**src/rtl/cnt_pkg.sv**
```systemverilog
package cnt_pkg;
  typedef enum logic [1:0] {
    OP_HOLD  = 2'd0,
    OP_INC   = 2'd1,
    OP_LOAD  = 2'd2,
    OP_CLEAR = 2'd3
  } cnt_op_e;
endpackage

```
**src/rtl/cnt_ctrl.sv**
```systemverilog
module cnt_ctrl
  import cnt_pkg::*;
(
  input  logic    clr_ni,
  input  logic    load_ni,
  input  logic    en_p_i,
  input  logic    en_t_i,
  output cnt_op_e op_o
);
  // clear > load > count > hold
  always_comb begin
    if (!clr_ni)              op_o = OP_CLEAR;
    else if (!load_ni)        op_o = OP_LOAD;
    else if (en_p_i && en_t_i) op_o = OP_INC;
    else                      op_o = OP_HOLD;
  end
endmodule

```
**src/rtl/cnt_next.sv**
```systemverilog
module cnt_next
  import cnt_pkg::*;
#(
  parameter int WIDTH = 4
) (
  input  logic [WIDTH-1:0] cur_i,
  input  logic [WIDTH-1:0] data_i,
  input  cnt_op_e          op_i,
  output logic [WIDTH-1:0] nxt_o
);
  logic [WIDTH:0]   run;
  logic [WIDTH-1:0] inc;

  assign run[0] = 1'b1;
  // look-ahead toggle: bit i flips when all lower bits are ones
  for (genvar i = 0; i < WIDTH; i++) begin : g_inc
    assign inc[i]   = cur_i[i] ^ run[i];
    assign run[i+1] = run[i] & cur_i[i];
  end

  always_comb begin
    unique case (op_i)
      OP_CLEAR: nxt_o = '0;
      OP_LOAD:  nxt_o = data_i;
      OP_INC:   nxt_o = inc;
      default:  nxt_o = cur_i;
    endcase
  end
endmodule

```
**src/rtl/cnt_carry.sv**
```systemverilog
module cnt_carry #(
  parameter int WIDTH = 4
) (
  input  logic [WIDTH-1:0] cnt_i,
  input  logic             en_t_i,
  output logic             tc_o
);
  logic [WIDTH:0] ones;

  assign ones[0] = en_t_i;
  for (genvar i = 0; i < WIDTH; i++) begin : g_and
    assign ones[i+1] = ones[i] & cnt_i[i];
  end
  assign tc_o = ones[WIDTH];
endmodule

```
**src/rtl/casc_counter.sv**
```systemverilog
module casc_counter
  import cnt_pkg::*;
#(
  parameter int WIDTH = 4
) (
  input  logic             clk_i,
  input  logic             rst_ni,
  input  logic             clr_ni,
  input  logic             load_ni,
  input  logic             en_p_i,
  input  logic             en_t_i,
  input  logic [WIDTH-1:0] data_i,
  output logic [WIDTH-1:0] count_o,
  output logic             carry_o
);
  cnt_op_e          op;
  logic [WIDTH-1:0] cnt_q, cnt_d;

  cnt_ctrl u_ctrl (
    .clr_ni (clr_ni),
    .load_ni(load_ni),
    .en_p_i (en_p_i),
    .en_t_i (en_t_i),
    .op_o   (op)
  );

  cnt_next #(.WIDTH(WIDTH)) u_next (
    .cur_i (cnt_q),
    .data_i(data_i),
    .op_i  (op),
    .nxt_o (cnt_d)
  );

  always_ff @(posedge clk_i or negedge rst_ni) begin
    if (!rst_ni) cnt_q <= '0;
    else         cnt_q <= cnt_d;
  end

  cnt_carry #(.WIDTH(WIDTH)) u_carry (
    .cnt_i (cnt_q),
    .en_t_i(en_t_i),
    .tc_o  (carry_o)
  );

  assign count_o = cnt_q;
endmodule

```
**config.mk**
```make
export PLATFORM = sky130hd
export DESIGN_NAME = casc_counter
export DESIGN_NICKNAME = d
export VERILOG_FILES = /design/src/rtl/cnt_pkg.sv /design/src/rtl/cnt_ctrl.sv /design/src/rtl/cnt_next.sv /design/src/rtl/cnt_carry.sv /design/src/rtl/casc_counter.sv
export SDC_FILE = /design/constraint.sdc
export NUM_CORES = 1
export LEC_CHECK = 0
export CORE_AREA = 2 2 39 41
export DETAILED_ROUTE_END_ITERATION = 8
export DIE_AREA = 0 0 41 43
export MAX_ROUTING_LAYER = met4
export PLACE_DENSITY_LB_ADDON = 0.1
export SYNTH_ARGS = -nofsm -noshare
export SYNTH_HDL_FRONTEND = slang
export SYNTH_SLANG_ARGS = --single-unit
export TNS_END_PERCENT = 5
```
**constraint.sdc**
```tcl
create_clock -name clk_i -period 1.5 [get_ports clk_i]
set_input_delay 0.45 -clock clk_i [delete_from_list [all_inputs] [get_ports clk_i]]
set_output_delay 0.45 -clock clk_i [all_outputs]
set_load 0.005 [all_outputs]
```
==> report_table.html <==
<table>
<tr><th>Metric</th><th>Value</th></tr>
<tr><th colspan="2">Run</th></tr>
<tr><td>Number of maximum-capacitance violations</td><td>0</td></tr>
<tr><th colspan="2">GRT</th></tr>
<tr><td>Combined global-route utilization of all metal layers</td><td>9.38%</td></tr>
<tr><td>Total global routing overflow</td><td>0</td></tr>
<tr><td>Pin count of the biggest net entering global routing</td><td>9</td></tr>
<tr><td>Number of global-route vias before repair</td><td>257</td></tr>
<tr><td>Global-route wire length before repair</td><td>1010 microns</td></tr>
<tr><td>Antenna violations before repair</td><td>0</td></tr>
<tr><th colspan="2">Timing</th></tr>
<tr><td>Final Max Slew Viols</td><td>0</td></tr>
<tr><td>Setup violations, final</td><td>0</td></tr>
<tr><td>Slew at the pin closest to its max-slew limit</td><td>0.243 ns</td></tr>
<tr><td>Worst clock skew on the final layout</td><td>0.000882 ns</td></tr>
<tr><td>Final period util</td><td>96.0%</td></tr>
<tr><td>Number of hold violations in the final report</td><td>0</td></tr>
<tr><td>RSZ-0062 raised after global routing</td><td>no</td></tr>
<tr><td>Relative slew slack</td><td>83.7%</td></tr>
<tr><td>F_max</td><td>695 MHz</td></tr>
<tr><td>Time the worst path needs with I/O delays and setup</td><td>1.44 ns</td></tr>
<tr><th colspan="2">Worst setup path</th></tr>
<tr><td>Worst flop-to-flop path endpoint</td><td>count_o[3]</td></tr>
<tr><td>Register-to-register setup slack</td><td>0.16 ns</td></tr>
<tr><td>Critical Path Source Type</td><td>flop</td></tr>
<tr><td>Worst setup path end</td><td>count_o[3]</td></tr>
<tr><td>Depth of the most critical reg-to-reg path</td><td>6</td></tr>
<tr><td>CP Data Arrival Time</td><td>just under 1 ns</td></tr>
<tr><td>Endpoint class of the critical path</td><td>output port</td></tr>
<tr><td>Required time reported for the critical path endpoint</td><td>1.05 ns</td></tr>
<tr><td>Classification of the worst setup path</td><td>reg2out</td></tr>
<tr><td>Maximum fanout along the worst path</td><td>2</td></tr>
<tr><td>Critical R2R Launch</td><td>count_o[0]</td></tr>
<tr><td>Critical Path Source</td><td>count_o[3]</td></tr>
<tr><th colspan="2">Clock tree</th></tr>
<tr><td>Number of sinks driven by the clock tree</td><td>4</td></tr>
<tr><td>Register clock-pin slew on the reported worst setup and hold paths</td><td>0.04 ns</td></tr>
<tr><td>Number of clock buffers inserted by TritonCTS</td><td>3</td></tr>
<tr><td>Worst-skew pair later-pin latency</td><td>0.23 ns</td></tr>
<tr><td>CTS Buffer Depth</td><td>2</td></tr>
<tr><td>Post-CTS setup buffers</td><td>0</td></tr>
<tr><td>Clock tree from TritonCTS</td><td>done</td></tr>
<tr><td>Clock root buffer</td><td>sky130_fd_sc_hd__clkbuf_4</td></tr>
<tr><td>Clock H-tree levels</td><td>1</td></tr>
<tr><th colspan="2">Placed design</th></tr>
<tr><td>Placer congestion estimate</td><td>0.608</td></tr>
<tr><td>Count of buffers inserted at the top-level ports</td><td>14</td></tr>
<tr><th colspan="2">Power and ir drop</th></tr>
<tr><td>Total power</td><td>0.330 mW</td></tr>
<tr><td>Switching fraction of total power</td><td>22.9%</td></tr>
<tr><td>Clk network pwr share</td><td>39.5%</td></tr>
<tr><td>Internal power</td><td>0.255 mW</td></tr>
<tr><td>Sequential fraction of design power</td><td>37.0%</td></tr>
<tr><td>Peak ir drop on the vdd network</td><td>0.000224 V</td></tr>
<tr><td>Power dissipated by switching net loads</td><td>roughly 0.075 mW</td></tr>
<tr><td>Leakage power figure</td><td>~0.21 nW</td></tr>
<tr><td>Relative contribution of combinational cells to total power</td><td>23.5%</td></tr>
<tr><td>Power per cell area</td><td>767 nW/um^2</td></tr>
<tr><th colspan="2">Drt</th></tr>
<tr><td>Wirelength, routed</td><td>574 microns</td></tr>
<tr><td>Detailed router's first-iteration violation count</td><td>0</td></tr>
<tr><td>Final antenna-violating net count</td><td>0</td></tr>
<tr><td>Average wire per cell in the routed design</td><td>9.57 microns</td></tr>
<tr><td>Drt drc</td><td>0</td></tr>
<tr><td>First-pass DRT Iterations</td><td>1</td></tr>
<tr><td>Vias after detailed routing</td><td>238</td></tr>
<tr><td>Ratio of routed vias to standard cells</td><td>3.97</td></tr>
<tr><th colspan="2">Layout</th></tr>
<tr><td>Synthesis-to-finish area growth</td><td>90.1%</td></tr>
<tr><td>Final #Nets</td><td>58</td></tr>
<tr><td>Commonest cells after routing, fill and taps aside</td><td>sky130_fd_sc_hd__clkdlybuf4s50_1 (8), sky130_fd_sc_hd__o21ai_0 (4), sky130_fd_sc_hd__a21oi_1 (4), sky130_fd_sc_hd__dfrtp_1 (4), sky130_fd_sc_hd__buf_4 (4)</td></tr>
<tr><td>Util after Layout</td><td>31.1%</td></tr>
<tr><td>Share of layout cells above drive strength 1</td><td>20.5%</td></tr>
<tr><td>Number of fillers in the final layout</td><td>approximately 150</td></tr>
<tr><td>Max FFs per register</td><td>4</td></tr>
<tr><td>Commonest non-fill, non-tap cell in the layout</td><td>sky130_fd_sc_hd__clkdlybuf4s50_1</td></tr>
<tr><td>Ant diodes</td><td>0</td></tr>
<tr><th colspan="2">Synthesis</th></tr>
<tr><td>Area fraction in compound gates after synthesis</td><td>17.7%</td></tr>
<tr><td>Sequential share of the synthesized area</td><td>44.2%</td></tr>
<tr><td>Netlist cell types</td><td>10</td></tr>
<tr><td>Share of synthesized cell area in and, or, nand and nor gates</td><td>between 10% and 20%</td></tr>
<tr><td>Fraction of synthesized cell area in xor and xnor cells</td><td>7.73%</td></tr>
<tr><td>Largest family of logic cells by synthesized area</td><td>compound AO/OA/AOI/OAI gates</td></tr>
<tr><td>Post-Syn Instances</td><td>23</td></tr>
<tr><td>Area of the mapped netlist</td><td>between 200 and 250 sq um</td></tr>
<tr><td>Dominant cells by area after synthesis</td><td>sky130_fd_sc_hd__dfrtp_1 (44%), sky130_fd_sc_hd__ha_1 (11%), sky130_fd_sc_hd__a21oi_1 (8.8%)</td></tr>
<tr><td>Area fraction of the dominant cell type after synthesis</td><td>44.2%</td></tr>
<tr><td>Average instance area after synthesis</td><td>a little under 10 sq um</td></tr>
<tr><td>Leading area contributor after synthesis</td><td>sky130_fd_sc_hd__dfrtp_1</td></tr>
<tr><td>Register bit total from synthesis</td><td>4</td></tr>
<tr><td>Synth Net Count</td><td>35</td></tr>
<tr><td>Adder and majority cell fraction of the synthesized area</td><td>between 10 and 15%</td></tr>
<tr><td>Multiplexer fraction of the synthesized cell area</td><td>8.84%</td></tr>
<tr><td>Warnings from Yosys</td><td>0</td></tr>
<tr><th colspan="2">Outcome</th></tr>
<tr><td>Status</td><td>finished, final reports clean</td></tr>
<tr><th colspan="2">Die</th></tr>
<tr><td>Total core area</td><td>between 1000 and 1500 sq um</td></tr>
<tr><td>Initial Util</td><td>between 10% and 20%</td></tr>
<tr><td>Height of the die</td><td>43 microns</td></tr>
<tr><td>Die Area</td><td>1760 sq um</td></tr>
<tr><td>Die X</td><td>41 microns</td></tr>
<tr><td>Placement row count</td><td>14</td></tr>
<tr><td>I/O Pins</td><td>15</td></tr>
<tr><th colspan="2">Min path</th></tr>
<tr><td>Hold Crit Class</td><td>in2async</td></tr>
</table>
==> stage by stage <==
step           setup slack, ns  hold WS [ns]  TNS [ns]  instances  cell area, sq um
3_5_place_dp            -0.540         0.608    -0.607         57               417
2_1_floorplan            0.327         0.154         0         23               226
6_report                0.0601         0.420         0         60               430
3_3_place_gp            -0.531         0.611    -0.574         57               417
5_1_grt                 0.0154         0.422         0         60               430
4_1_cts                 0.0165         0.419         0         60               434
==> logic make-up after synthesis <==
group / count (synthesis)
AO/OA/AOI/OAI: 8
AND/OR/NAND/NOR: 5
flip-flops: 4
XOR/XNOR: 2
multiplexers: 2
adder cells (fa/ha/maj): 2
==> routing by layer <==
layer | share of wire, % | global-route usage (%) | vias to the layer above
met4 | 0 | 10.0 | 0
met2 | 50 | 13.1 | 13
li1 | - | - | 127
met5 | 0 | - | -
met1 | 37 | 8.74 | 98
met3 | 13 | 3.66 | 0
==> Yosys cell counts, drive strengths merged <==
cell type and number:
a21oi 4, dfrtp 4, ha 2, mux2i 2
nand2 2, nand3 2, nor2 1, o21ai 4
xor2 2
==> worst min path at each step <==
| stage | end | slack [ns] | cells after the start |
|---|---|---|---|
| global placement | count_o[2] | 0.61 | 2 |
| floorplan | count_o[0] | 0.15 | 0 |
| CTS | count_o[0] | 0.42 | 1 |
| finish | count_o[0] | 0.42 | 1 |
| detailed placement | count_o[2] | 0.61 | 2 |
| global route | count_o[0] | 0.42 | 1 |
==> critical path, stage by stage (launching register included) <==
cell and delay [ns]:
sky130_fd_sc_hd__dfrtp_1 0.37, sky130_fd_sc_hd__buf_4 0.14, sky130_fd_sc_hd__dlygate4sd2_1 0.25
==> power groups by stage <==
| stage | sequential (mW) | clock (mW) | combinational (mW) |
|---|---|---|---|
| 4_1_cts | 0.123 | 0.137 | 0.0781 |
| 2_1_floorplan | 0.126 | 0 | 0.0203 |
| 3_3_place_gp | 0.123 | 0 | 0.0826 |
| 5_1_grt | 0.124 | 0.154 | 0.0876 |
| 3_5_place_dp | 0.124 | 0 | 0.0846 |
| 6_report | 0.122 | 0.130 | 0.0775 |
==> final cells by class <==
| cell class | instances | area (sq um) | share of cell area [%] |
|---|---|---|---|
| Sequential cell | 4 | 100 | 23.3 |
| Multi-Input combinational cell | 19 | 126 | 29.4 |
| Tap cell | 16 | 20.0 | 4.65 |
| Timing Repair Buffer | 18 | 161 | 37.5 |
| Clock buffer | 3 | 22.5 | 5.23 |
==> repair_timing <==
item,CTS,global route
hold buffers,0,0
endpoints found under the hold margin,0,0
endpoints found under the setup margin,5,3
resized for setup,8,3
gates cloned,0,0
No activity file was read; power rests on OpenSTA's default activity.
